[src/rtl/bad_pkg.sv]
package bad_pkg;
  localparam int BANK_W = 4;
  localparam int N_BANK = 1 << BANK_W;

  typedef enum logic [2:0] {
    TGT_INTERNAL,
    TGT_EXT,
    TGT_DDR,
    TGT_PERIPH,
    TGT_UNUSED
  } tgt_e;

  // First-level map: bank 0 internal, 1..n_ext external, next DDR, top bridge
  function automatic tgt_e bank_target(input int unsigned bank,
                                       input int unsigned n_ext);
    tgt_e t;
    if (bank == 0)                      t = TGT_INTERNAL;
    else if (bank <= n_ext)             t = TGT_EXT;
    else if (bank == n_ext + 1)         t = TGT_DDR;
    else if (bank == N_BANK - 1)        t = TGT_PERIPH;
    else                                t = TGT_UNUSED;
    return t;
  endfunction
endpackage

[src/rtl/bad_bank_decoder.sv]
module bad_bank_decoder
  import bad_pkg::*;
#(
  parameter int ADDR_W = 32,
  parameter int N_EXT  = 6
) (
  input  logic [ADDR_W-1:0] addr,
  output logic [BANK_W-1:0] bank_idx,
  output logic              hit_internal,
  output logic [N_EXT-1:0]  hit_ext,
  output logic              hit_ddr,
  output logic              hit_periph,
  output logic              hit_unused
);
  tgt_e tgt;

  assign bank_idx = addr[ADDR_W-1 -: BANK_W];
  assign tgt      = bank_target(int'(bank_idx), N_EXT);

  assign hit_internal = (tgt == TGT_INTERNAL);
  assign hit_ddr      = (tgt == TGT_DDR);
  assign hit_periph   = (tgt == TGT_PERIPH);
  assign hit_unused   = (tgt == TGT_UNUSED);

  for (genvar g = 0; g < N_EXT; g++) begin : g_ext
    assign hit_ext[g] = (tgt == TGT_EXT) && (bank_idx == BANK_W'(g + 1));
  end
endmodule

[src/rtl/bad_sram_decoder.sv]
module bad_sram_decoder
  import bad_pkg::*;
#(
  parameter int ADDR_W    = 32,
  parameter int N_BLK     = 4,
  parameter int BLK_OFF_W = 14,
  parameter int WIN_TAG   = 'h030
) (
  input  logic [ADDR_W-1:0]    addr,
  input  logic                 remap_active,
  output logic                 in_main_win,
  output logic                 in_alias_win,
  output logic [N_BLK-1:0]     blk_en,
  output logic [BLK_OFF_W-1:0] offset
);
  localparam int BLK_SEL_W = $clog2(N_BLK);
  localparam int WIN_LO    = BLK_OFF_W + BLK_SEL_W;
  localparam int TAG_W     = ADDR_W - BANK_W - WIN_LO;

  logic [TAG_W-1:0]     tag;
  logic [BLK_SEL_W-1:0] blk_idx;

  assign tag     = addr[WIN_LO +: TAG_W];
  assign blk_idx = addr[BLK_OFF_W +: BLK_SEL_W];

  assign in_main_win  = (tag == TAG_W'(WIN_TAG));
  assign in_alias_win = remap_active && (tag == '0);

  for (genvar b = 0; b < N_BLK; b++) begin : g_blk
    assign blk_en[b] = (blk_idx == BLK_SEL_W'(b));
  end

  assign offset = addr[BLK_OFF_W-1:0];
endmodule

[src/rtl/bad_remap_reg.sv]
module bad_remap_reg (
  input  logic clk,
  input  logic rst_n,
  input  logic remap_pulse,
  output logic remap_active
);
  always_ff @(posedge clk or negedge rst_n) begin
    if (!rst_n)           remap_active <= 1'b0;
    else if (remap_pulse) remap_active <= 1'b1;
  end
endmodule

[src/rtl/bus_addr_decoder.sv]
module bus_addr_decoder
  import bad_pkg::*;
#(
  parameter int ADDR_W    = 32,
  parameter int N_EXT     = 6,
  parameter int N_BLK     = 4,
  parameter int BLK_OFF_W = 14,
  parameter int WIN_TAG   = 'h030
) (
  input  logic                 clk,
  input  logic                 rst_n,
  input  logic                 remap_pulse,
  input  logic                 valid_in,
  input  logic [ADDR_W-1:0]    addr_in,
  output logic                 sram_sel,
  output logic [N_BLK-1:0]     sram_blk_en,
  output logic [BLK_OFF_W-1:0] sram_offset,
  output logic [N_EXT-1:0]     ext_cs,
  output logic                 ddr_cs,
  output logic                 periph_sel,
  output logic                 abort,
  output logic                 remap_active
);
  // Named internal events, visible to the bound checker
  logic [BANK_W-1:0]    bank_idx;
  logic                 hit_internal;
  logic [N_EXT-1:0]     hit_ext;
  logic                 hit_ddr;
  logic                 hit_periph;
  logic                 hit_unused;
  logic                 in_main_win;
  logic                 in_alias_win;
  logic                 sram_hit;
  logic                 internal_miss;
  logic [N_BLK-1:0]     blk_en_raw;
  logic [BLK_OFF_W-1:0] offset_raw;

  bad_remap_reg u_remap (
    .clk          (clk),
    .rst_n        (rst_n),
    .remap_pulse  (remap_pulse),
    .remap_active (remap_active)
  );

  bad_bank_decoder #(.ADDR_W(ADDR_W), .N_EXT(N_EXT)) u_bank (
    .addr         (addr_in),
    .bank_idx     (bank_idx),
    .hit_internal (hit_internal),
    .hit_ext      (hit_ext),
    .hit_ddr      (hit_ddr),
    .hit_periph   (hit_periph),
    .hit_unused   (hit_unused)
  );

  bad_sram_decoder #(
    .ADDR_W(ADDR_W), .N_BLK(N_BLK), .BLK_OFF_W(BLK_OFF_W), .WIN_TAG(WIN_TAG)
  ) u_sram (
    .addr         (addr_in),
    .remap_active (remap_active),
    .in_main_win  (in_main_win),
    .in_alias_win (in_alias_win),
    .blk_en       (blk_en_raw),
    .offset       (offset_raw)
  );

  assign sram_hit      = hit_internal && (in_main_win || in_alias_win);
  assign internal_miss = hit_internal && !sram_hit;

  assign sram_sel    = valid_in && sram_hit;
  assign sram_blk_en = sram_sel ? blk_en_raw : '0;
  assign sram_offset = sram_sel ? offset_raw : '0;
  assign ext_cs      = valid_in ? hit_ext : '0;
  assign ddr_cs      = valid_in && hit_ddr;
  assign periph_sel  = valid_in && hit_periph;
  assign abort       = valid_in && (hit_unused || internal_miss);
endmodule

[config.mk]
export PLATFORM = sky130hd
export DESIGN_NAME = bus_addr_decoder
export DESIGN_NICKNAME = d
export VERILOG_FILES = /design/src/rtl/bad_pkg.sv /design/src/rtl/bad_bank_decoder.sv /design/src/rtl/bad_sram_decoder.sv /design/src/rtl/bad_remap_reg.sv /design/src/rtl/bus_addr_decoder.sv
export SDC_FILE = /design/constraint.sdc
export NUM_CORES = 1
export LEC_CHECK = 0
export BUFFER_PORTS_ARGS = -buffer_cell sky130_fd_sc_hd__buf_4
export CAP_MARGIN = 25
export CORE_AREA = 2 2 39 41
export DETAILED_ROUTE_END_ITERATION = 10
export DIE_AREA = 0 0 41 43
export GPL_TIMING_DRIVEN = 0
export PLACE_DENSITY_LB_ADDON = 0.12
export SLEW_MARGIN = 20
export SYNTH_ARGS = -nofsm -noshare
export SYNTH_HDL_FRONTEND = slang
export SYNTH_SLANG_ARGS = --single-unit
[constraint.sdc]
create_clock -name clk -period 5.5 [get_ports clk]
set_input_delay 1.1 -clock clk [delete_from_list [all_inputs] [get_ports clk]]
set_output_delay 1.1 -clock clk [all_outputs]
set_load 0.005 [all_outputs]
# After elaboration in Yosys (flattened, before gate mapping)
# Index checks and enable logic that the tools add are counted.
[word_totals]
reg_bits = 1
input_bits = 36
[classes]
magnitude_cmp = 1
n_eq_ne = 16
mux = 7
n_reduce_logical = 20
[op_table]
columns = ["operator", "count"]
rows = [
  ["$eq 4x3->1 const B", 4],
  ["$mux 14", 1],
  ["$logic_and 1x1->1", 13],
  ["$eq 12x6->1 const B", 1],
  ["$logic_not 12->1", 1],
  ["$mux 3", 4],
  ["$eq 4x2->1 const B", 2],
  ["$eq 3x2->1 const B", 2],
  ["$mux 6", 1],
  ["$eq 2x2->1 const B", 2],
  ["$eq 4x1->1 const B", 1],
  ["$eq 4x4->1 const B", 1],
  ["$le 4x3->1 const B", 1],
  ["$logic_not 4->1", 1],
  ["$mux 4", 1],
  ["$eq 3x1->1 const B", 1],
  ["$eq 3x3->1 const B", 1],
  ["$logic_not 3->1", 1],
  ["$eq 2x1->1 const B", 1],
  ["$logic_not 2->1", 1],
  ["$logic_or 1x1->1", 2],
  ["$logic_not 1->1", 1],
]

# Longest topological paths before layout
# Gate-level depths: netlist of run 1.
[depth]
ltp_word = 11
mapped_depth = 5

# Hierarchy
# A second synthesis of run 1 with hierarchy kept.
[unflattened]
hier_cells = 78
hier_area_um2 = 576.8
[by_module_without_submodules]
columns = ["module", "instances", "cells_each", "area_each_um2", "seq_area_each_um2"]
rows = [
  ["bus_addr_decoder", 1, 32, 245.2, 0.0],
  ["bad_sram_decoder", 1, 24, 185.2, 0.0],
  ["bad_bank_decoder", 1, 20, 115.1, 0.0],
  ["bad_remap_reg", 1, 2, 31.3, 25.0],
]

# Least setup slack after synthesis of run 1
# OpenSTA, ideal clock, no wires.
[synth_timing]
path_type = "input to output"
start = "input addr_in[28]"
end = "output sram_offset[10]"
arrival_ns = 2.319
slack_ns = 2.081
cell_stages = 5
n_path_buf = 1
cell_sequence = "or3b_1 > or3_4 > nor3_4 > buf_6 > and2_1"
[synth_between]
elab_chain_cells = 9
[synth_rtl]
columns = ["item", "line_no", "source"]
rows = [
  ["start: declaration", "bus_addr_decoder.sv:14", "input logic [ADDR_W-1:0] addr_in,"],
  ["$eq 4x4->1", "bad_pkg.sv:20", "else if (bank == N_BANK - 1) t = TGT_PERIPH;"],
  ["$mux 3", "bad_pkg.sv:20", ""],
  ["$mux 3", "bad_pkg.sv:19", "else if (bank == n_ext + 1) t = TGT_DDR;"],
  ["$mux 3", "bad_pkg.sv:18", "else if (bank <= n_ext) t = TGT_EXT;"],
  ["$mux 3 *", "bad_pkg.sv:17", "if (bank == 0) t = TGT_INTERNAL;"],
  ["$logic_not 3->1 *", "bad_bank_decoder.sv:20", "assign hit_internal = (tgt == TGT_INTERNAL);"],
  ["$logic_and 1x1->1 *", "bus_addr_decoder.sv:66", "assign sram_hit = hit_internal && (in_main_win || in_alias_win);"],
  ["$logic_and 1x1->1 *", "bus_addr_decoder.sv:69", "assign sram_sel = valid_in && sram_hit;"],
  ["via sram_sel", "bus_addr_decoder.sv:15", "output logic sram_sel,"],
  ["$mux 14 *", "bus_addr_decoder.sv:71", "assign sram_offset = sram_sel ? offset_raw : '0;"],
  ["end: declaration", "bus_addr_decoder.sv:17", "output logic [BLK_OFF_W-1:0] sram_offset,"],
]
# Mark *: on every way through the listed nets, which the timed path passes. The rest lies on a longest branch.

# Worst setup path after layout of run 1
[layout_timing]
start = "input addr_in[28]"
end = "output sram_offset[11]"
[layout_between]
elab_chain_cells = 9
[layout_rtl]
columns = ["item", "line_no"]
rows = [
  ["$eq 4x4->1", "bad_pkg.sv:20"],
  ["$mux 3", "bad_pkg.sv:20"],
  ["$mux 3", "bad_pkg.sv:19"],
  ["$mux 3", "bad_pkg.sv:18"],
  ["$mux 3 *", "bad_pkg.sv:17"],
  ["$logic_not 3->1 *", "bad_bank_decoder.sv:20"],
  ["$logic_and 1x1->1 *", "bus_addr_decoder.sv:66"],
  ["$logic_and 1x1->1 *", "bus_addr_decoder.sv:69"],
  ["$mux 14 *", "bus_addr_decoder.sv:71"],
]
# Mark *: on every way between the ends. The rest lies on a longest branch, timed or not.

==> impl_results.md, run 1 <==
- Avg Cell Area, Syn: 6.61 sq um
- Met3 routed WL: 213 um
- Period minus WS final: 3.71 ns
- Tightest Pin Transition: 0.303 ns
- Final slew viol count: 0
- Hold-fix buffers, CTS: 0
- Cells after synthesis: 50
- Worst R2R Path Depth: 1
- Initial DRT Pass Iterations: 4
- Gr usage total: 12.2%
- Simple-Gate Fraction of Synth Area: 78.8%
- Top layer in use: met3
- Die Area: 0.00176 sq mm
- Wl on met1: 372 um
- Top reg by flops: u_remap.remap_active
- Worst-skew pair later-pin latency: 0 ns
- Arrival @ worst endpoint: 2.61 ns
- Vias in the first global route: 442
- Crit path max-delay family: simple AND/OR/NAND/NOR gates
- Cell mode on critical path: buf_4
- Final hold viol count: 0
- Critical path type: in -> out
- Largest register FFs: 1
- Layout cells sized above 1: 60.2%
- Drt wl/cell: 9.34 um
- Port bufs: 63
- PostCTS Resize Cnt: 0
- Initial antenna violation count: 0
- Final setup violation count: 0
- Critical path capture point type: primary output
- DR DRC count: 0
- Fin Hold WS: 0.488 ns
- Synthesis Warnings: 0
- Worst setup path end: sram_offset[11]
- #FFs+latches synth: 1
- Commonest cells after routing, fill and taps aside: buf_4, and2_1, nor2_1
- Clock slew seen by the registers of the worst setup and hold paths: 0 ns
- Post-CTS setup buffers: 0
- Post-synthesis compound-gate area fraction: 7.95%
- Setup TNS: 0 ns
- Row cnt: 14
- Reg-to-Reg End: u_remap.remap_active$_DFFE_PN0P_
- X dimension of the die: 41 um
- Crit share post-route: 67.5%
- Xor/xnor share of the synthesized area: 0%
- Peak fanout along the critical path: 10
- Clock skew: 0 ns
- Global-route wire length before repair: 1660 um
- Cell Area, Synth: 330 sq um
- WP depth: 7
- Max cap viols: 0
- Most common cell after layout, fill and taps aside: buf_4
- Post-route antenna net violation count: 0
- CP max-delay cell: or3b_1
- Net Count, Synth: 86
- R2R Setup Slk: 4.71 ns
- Diode count: 0
- GPL Wtd Cong: 0.695
- GRT overflow: 0
- Final Util: 59.5%
- Setup crit start kind: primary input
- Total number of vias: 598
- Hold Path Class: reg -> reg
- Synth unique cells: 23
- Highest Clock Rate: 269 MHz
- Status: completed
- Final nets: 151
- Ports: 65
- Worst EP required: 4.40 ns
- Slew headroom: 79.7%
- Largest family of logic cells by synthesized area: simple AND/OR/NAND/NOR gates
- Initial drt markers: 4
- Maximum VDD drop: 0.0481 mV
- Top Registers: u_remap.remap_active x1
- Crit path from: addr_in[28]
- Starting Density: 23.9%
- P per Cell Area: 44.1 mW/mm^2
- DP Wirelength: 1080 um
- Vias per cell: 4.64
- R2r startpoint: u_remap.remap_active$_DFFE_PN0P_
- Die Y: 43 um
- Pin count of the biggest net entering global routing: 11
- Routed WL: 1210 um
- Layout area overhead: 149%
- Leakage power: 0.000458 uW
- WL met2: 619 um
- Slowest stage delay, CP: 0.38 ns
- CP Buf/Inv Count: 3
- Core Area: 0.00138 sq mm
- CP cell instances: buf_4 > or3b_1 > or3_4 > nor3_4 > buf_6 > and2_1 > buf_4
- RSZ-0062 raised after global routing: false
- Post-synthesis sequential area ratio: 7.58%
- Post-synthesis mux area share: 0%
- Adder-Cell Fraction of Synth Area: 0%
==> stage by stage <==
stage / cell area [sq um] / std cells / setup WS (ns) / total power, uW
2_1_floorplan: 330 / 50 / 2.08 / 13.6
3_3_place_gp: 823 / 129 / 1.78 / 36.0
3_5_place_dp: 823 / 129 / 1.77 / 36.5
4_1_cts: 823 / 129 / 1.77 / 36.5
5_1_grt: 823 / 129 / 1.68 / 38.9
6_report: 823 / 129 / 1.79 / 36.3
==> where the power goes <==
part | total (uW) | switching, uW | internal (uW) | leakage, uW
clock | 0 | 0 | 0 | 0
sequential | 7.49 | 0.0000000000000112 | 7.49 | 0.00000875
combinational | 28.8 | 9.09 | 19.8 | 0.000450
==> cell usage after synthesis (all sizes together) <==
cell | instances | share of area, %
a31o | 1 | 2.7
or3 | 1 | 3.4
nor3 | 5 | 11
nor4 | 3 | 5.7
and3 | 1 | 1.9
and2 | 14 | 27
nand3 | 2 | 3.0
clkbuf | 1 | 1.1
or2 | 1 | 1.9
buf | 1 | 3.4
nand3b | 1 | 2.3
nor2 | 5 | 5.7
nand2 | 3 | 3.4
and3b | 2 | 5.3
o21ai | 2 | 3.0
a21boi | 1 | 2.3
nand2b | 1 | 1.9
dfrtp | 1 | 7.6
or3b | 1 | 2.7
nor3b | 1 | 2.3
nor2b | 1 | 1.9
inv | 1 | 1.1
==> cell type report <==
cell class	count	area, sq um
fill	134	561
timing repair buffer	63	473
multi-input combinational	46	287
sequential	1	25.0
tap	16	20.0
buffer	2	15.0
inverter	1	3.75
==> cells by family (layout without fill, tap and decap cells) <==
group                  Yosys count  count (layout)
and+or+nand+nor                 42              42
AOI/OAI and AO/OA                4               4
buffers and inverters            3              66
DFF                              1               1
==> metal layers <==
metal	vias up	track usage, %
li1	299	-
met1	260	12.5
met2	39	23.8
met3	0	2.62
met4	0	1.33
met5	-	0
==> worst min-delay path by stage <==
stage	slack (ns)	from	endpoint	cells after the start
2_1_floorplan	0.48	u_remap.remap_active$_DFFE_PN0P_	u_remap.remap_active$_DFFE_PN0P_	1
3_3_place_gp	0.49	u_remap.remap_active$_DFFE_PN0P_	u_remap.remap_active$_DFFE_PN0P_	1
3_5_place_dp	0.49	u_remap.remap_active$_DFFE_PN0P_	u_remap.remap_active$_DFFE_PN0P_	1
4_1_cts	0.49	u_remap.remap_active$_DFFE_PN0P_	u_remap.remap_active$_DFFE_PN0P_	1
5_1_grt	0.51	u_remap.remap_active$_DFFE_PN0P_	u_remap.remap_active$_DFFE_PN0P_	1
6_report	0.49	u_remap.remap_active$_DFFE_PN0P_	u_remap.remap_active$_DFFE_PN0P_	1
(Power assumes the default switching activity.)
==> run 2, diff against run 1 <==
--- a/config.mk
+++ b/config.mk
@@ -7,9 +7,9 @@
 export LEC_CHECK = 0
 export BUFFER_PORTS_ARGS = -buffer_cell sky130_fd_sc_hd__buf_4
 export CAP_MARGIN = 25
-export CORE_AREA = 2 2 39 41
+export CORE_MARGIN = 2
+export CORE_UTILIZATION = 22
 export DETAILED_ROUTE_END_ITERATION = 10
-export DIE_AREA = 0 0 41 43
 export GPL_TIMING_DRIVEN = 0
 export PLACE_DENSITY_LB_ADDON = 0.12
 export SLEW_MARGIN = 20
==> constraint.sdc (replaced) <==
create_clock -name clk -period 3.1 [get_ports clk]
set_input_delay 0.62 -clock clk [delete_from_list [all_inputs] [get_ports clk]]
set_output_delay 0.62 -clock clk [all_outputs]
set_load 0.005 [all_outputs]
==> run 2 against run 1 <==
Effect of this change:
- via count shrank 1.0%
- combinational power grew 79%
- first-iteration DRC count grew 25%
- utilization grew 1.4 points
- routed wire length grew 6.1%
- worst setup slack lost 1.5 ns
- clock skew is the same
==> impl_results.md, run 2 (synthesis results as in run 1) <==
- Layout cells sized above 1: 60.2%
- Vias per cell: 4.63
- Fin Hold WS: 0.395 ns
- Crit share post-route: 89.9%
- Layout area overhead: 149%
- Clock skew: 0 ns
- Drt wl/cell: 9.98 um
- Post-CTS setup buffers: 0
- Status: completed
- Final nets: 151
- GRT overflow: 0
- Post-route antenna net violation count: 0
- X dimension of the die: 42.8 um
- Most common cell after layout, fill and taps aside: buf_4
- WP depth: 7
- Hold Path Class: in -> async
- Setup TNS: 0 ns
- Met1 usage: 16.6%
- Critical path capture point type: primary output
- Final slew viol count: 0
- Peak fanout along the critical path: 10
- Global-route wire length before repair: 2020 um
- PostCTS Resize Cnt: 0
- P per Cell Area: 78.9 mW/mm^2
- Leakage power: 0.000458 uW
- CP Buf/Inv Count: 3
- Initial drt markers: 5
- Power, Total: 64.9 uW
- DR DRC count: 0
- Gr usage total: 12.9%
- Maximum VDD drop: 0.0758 mV
- GPL Wtd Cong: 0.733
- Arrival @ worst endpoint: 2.17 ns
- Core Area: 0.00135 sq mm
- Row cnt: 13
- Cell mode on critical path: buf_4
- Pin count of the biggest net entering global routing: 11
- Total number of vias: 592
- Top Registers: u_remap.remap_active x1
- Hold-fix buffers, CTS: 0
- Die Area: 0.00183 sq mm
- Top reg by flops: u_remap.remap_active
- Commonest cells after routing, fill and taps aside: buf_4, and2_1, nor2_1
- Worst-skew pair later-pin latency: 0 ns
- Period minus WS final: 2.79 ns
- Max cap viols: 0
- Die Y: 42.8 um
- Met3 Resource Use GR: 2.55%
- Tightest Pin Transition: 0.330 ns
- Initial DRT Pass Iterations: 4
- Routed WL: 1280 um
- DP Wirelength: 1160 um
- Worst R2R Path Depth: 1
- CP cell instances: buf_4 > or3b_1 > or3_4 > nor3_4 > buf_6 > and2_1 > buf_4
- Worst EP required: 2.48 ns
- CP max-delay cell: or3b_1
- Critical path type: in -> out
- Starting Density: 24.5%
- Largest register FFs: 1
- Crit path max-delay family: simple AND/OR/NAND/NOR gates
- Port bufs: 63
- Vias in the first global route: 480
- Clock slew seen by the registers of the worst setup and hold paths: 0 ns
- Highest Clock Rate: 359 MHz
- # fillers: 132
- RSZ-0062 raised after global routing: false
- Final hold viol count: 0
- Slew headroom: 77.9%
- Final setup violation count: 0
- Most used routing layer: met2
- Setup crit start kind: primary input
- Slowest stage delay, CP: 0.39 ns
- Diode count: 0
- Ports: 65
- Met2 Track Usage GR: 23.3%
- Initial antenna violation count: 0
## run 2: final cells by class
| cell class | count | area [sq um] | area share (%) |
|---|---|---|---|
| timing repair buffer | 63 | 473 | 57.5 |
| multi-input combinational | 46 | 287 | 34.9 |
| sequential | 1 | 25.0 | 3.04 |
| tap | 15 | 18.8 | 2.28 |
| buffer | 2 | 15.0 | 1.83 |
| inverter | 1 | 3.75 | 0.457 |
## run 2: power by group
part           internal (uW)      switching (uW)  leakage [uW]
Clock                      0                   0             0
Sequential              13.3  0.0000000000000195    0.00000875
Combinational           35.0                16.5      0.000450
Total                   48.3                16.5      0.000458
## run 2: final timing paths
check / startpoint / end / slack, ns
worst max-delay path: addr_in[28] / sram_offset[11] / 0.31
worst min-delay path: rst_n / u_remap.remap_active$_DFFE_PN0P_ / 0.40
worst max register to register: u_remap.remap_active$_DFFE_PN0P_ / u_remap.remap_active$_DFFE_PN0P_ / 2.31
worst min register to register: u_remap.remap_active$_DFFE_PN0P_ / u_remap.remap_active$_DFFE_PN0P_ / 0.49
max in group asynchronous: rst_n / u_remap.remap_active$_DFFE_PN0P_ / 2.62
min in group clk: u_remap.remap_active$_DFFE_PN0P_ / u_remap.remap_active$_DFFE_PN0P_ / 0.49
## run 2: metrics by stage
step | cells | area [sq um] | utilization [%] | setup slack [ns]
global route | 128 | 822 | 60.9 | 0.203
finish | 128 | 822 | 60.9 | 0.314
floorplan | 50 | 330 | - | 0.641
CTS | 128 | 822 | 60.9 | 0.303
global placement | 128 | 822 | 60.9 | 0.331
detailed placement | 128 | 822 | 60.9 | 0.309
## run 2: per-layer routing
metal  up-vias  routed length (um)  share of wire (%)
met4         0                   0                  0
met2        38                 657                 51
met3         0                 169                 13
met1       253                 451                 35
li1        301                   -                  -
met5         -                   0                  0
==> run 3, diff against run 2 <==
--- a/config.mk
+++ b/config.mk
@@ -11,7 +11,7 @@
 export CORE_UTILIZATION = 22
 export DETAILED_ROUTE_END_ITERATION = 10
 export GPL_TIMING_DRIVEN = 0
-export PLACE_DENSITY_LB_ADDON = 0.12
+export PLACE_DENSITY_LB_ADDON = 0.25
 export SLEW_MARGIN = 20
 export SYNTH_ARGS = -nofsm -noshare
 export SYNTH_HDL_FRONTEND = slang
==> run 3 against run 2 <==
Effect of this change:
- register-to-register slack about the same
- combinational power down 1%
- first-iteration DRC count unchanged
- sequential share of layout area unchanged
- utilization unchanged
- clock skew unchanged
- critical endpoint is now sram_offset[5]
- largest power group unchanged
==> impl_results.md, run 3 (synthesis results as in run 1) <==
- Status: completed
- Die Y: 42.8 um
- FF/Latch Area: 25.0 sq um
- Core Area: 0.00135 sq mm
- Maximum VDD drop: 0.0670 mV
- Die Area: 0.00183 sq mm
- Gr usage total: 13.5%
- Critical path type: in -> out
- Ports: 65
- # fillers: 147
- Top reg by flops: u_remap.remap_active
- Layout area overhead: 149%
- Port bufs: 63
- Layout cells sized above 1: 60.2%
- Most common cell after layout, fill and taps aside: buf_4
- Final Util: 60.9%
- CP cell instances: buf_4 > or3b_1 > or3_4 > nor3_4 > buf_6 > and2_1 > buf_4
- Slowest stage delay, CP: 0.39 ns
- Setup TNS: 0 ns
- Largest register FFs: 1
- Worst-skew pair later-pin latency: 0 ns
- Post-route antenna net violation count: 0
- Setup crit start kind: primary input
- Final slew viol count: 0
- Fin cells: 128
- Multi-input gate area: 287 sq um
- Final setup violation count: 0
- Vias in the first global route: 482
- Pin count of the biggest net entering global routing: 11
- Total number of vias: 566
- P per Cell Area: 78.3 mW/mm^2
- Final hold viol count: 0
- Leakage power: 0.000458 uW
- Vias per cell: 4.42
- Placed insts: 128
- Post-CTS setup buffers: 0
- Arrival @ worst endpoint: 2.16 ns
- Global-route wire length before repair: 2090 um
- Hold Path Class: in -> async
- Critical path capture point type: primary output
- Crit share post-route: 89.5%
- Tightest Pin Transition: 0.309 ns
- Highest Clock Rate: 360 MHz
- GRT overflow: 0
- PostCTS Resize Cnt: 0
- Max cap viols: 0
- Initial antenna violation count: 0
- Starting Density: 24.5%
- Hold-fix buffers, CTS: 0
- Initial drt markers: 5
- DP Wirelength: 1200 um
- Final nets: 151
- X dimension of the die: 42.8 um
- Row cnt: 13
- DR DRC count: 0
- Period minus WS final: 2.78 ns
- Drt wl/cell: 10.3 um
- Clock skew: 0 ns
- Top Registers: u_remap.remap_active x1
- Diode count: 0
- RSZ-0062 raised after global routing: false
- Worst EP required: 2.48 ns
- R2R Setup Slk: 2.30 ns
- CP max-delay cell: or3b_1
- Slew headroom: 79.3%
- Routed WL: 1320 um
- Commonest cells after routing, fill and taps aside: buf_4, and2_1, nor2_1
- Clock slew seen by the registers of the worst setup and hold paths: 0 ns
- Initial DRT Pass Iterations: 3
- Cell mode on critical path: buf_4
- Peak fanout along the critical path: 10
- GPL Wtd Cong: 0.776
## run 3: cell counts in the layout (fill, tap and decap cells not counted)
No cell type changed its count.
## run 3: per-stage QoR
stage	cell area (sq um)	total power, uW	setup slack [ns]	hold WS, ns
3_5_place_dp	822	64.7	0.311	0.399
6_report	822	64.4	0.325	0.397
2_1_floorplan	330	24.2	0.641	0.324
4_1_cts	822	64.8	0.311	0.399
5_1_grt	822	69.5	0.223	0.399
3_3_place_gp	822	63.9	0.342	0.396
## run 3: path summary, 6_finish.rpt
| kind | startpoint | to | cells after the start |
|---|---|---|---|
| hold / removal | rst_n | u_remap.remap_active$_DFFE_PN0P_ | 1 |
| setup / recovery | addr_in[28] | sram_offset[5] | 7 |
| max in group asynchronous | rst_n | u_remap.remap_active$_DFFE_PN0P_ | 1 |
| min in group clk | u_remap.remap_active$_DFFE_PN0P_ | u_remap.remap_active$_DFFE_PN0P_ | 1 |
| hold reg to reg | u_remap.remap_active$_DFFE_PN0P_ | u_remap.remap_active$_DFFE_PN0P_ | 1 |
| setup reg to reg | u_remap.remap_active$_DFFE_PN0P_ | u_remap.remap_active$_DFFE_PN0P_ | 1 |
## run 3: per-layer routing
layer | up-vias | part of all wire, % | global-route usage, %
met1 | 233 | 34 | 15.9
met4 | 0 | 0 | 0
met3 | 0 | 13 | 2.55
li1 | 298 | - | -
met5 | - | 0 | 0
met2 | 35 | 53 | 26.1
## run 3: power breakdown
group / internal [uW] / switching, uW
combinational: 35.0 / 16.1
clock: 0 / 0
sequential: 13.3 / 0.0000000000000204
total: 48.3 / 16.1
## run 3: worst max-delay path: cells and delay by family
kind          cells  cell delay (ns)
buf+inv           3             0.40
simple gates      4             1.12
## run 3: area by class of cell
cell class / count / share of cell area (%)
inverter: 1 / 0.457
sequential: 1 / 3.04
buffer: 2 / 1.83
multi-input combinational: 46 / 34.9
timing repair buffer: 63 / 57.5
tap: 15 / 2.28
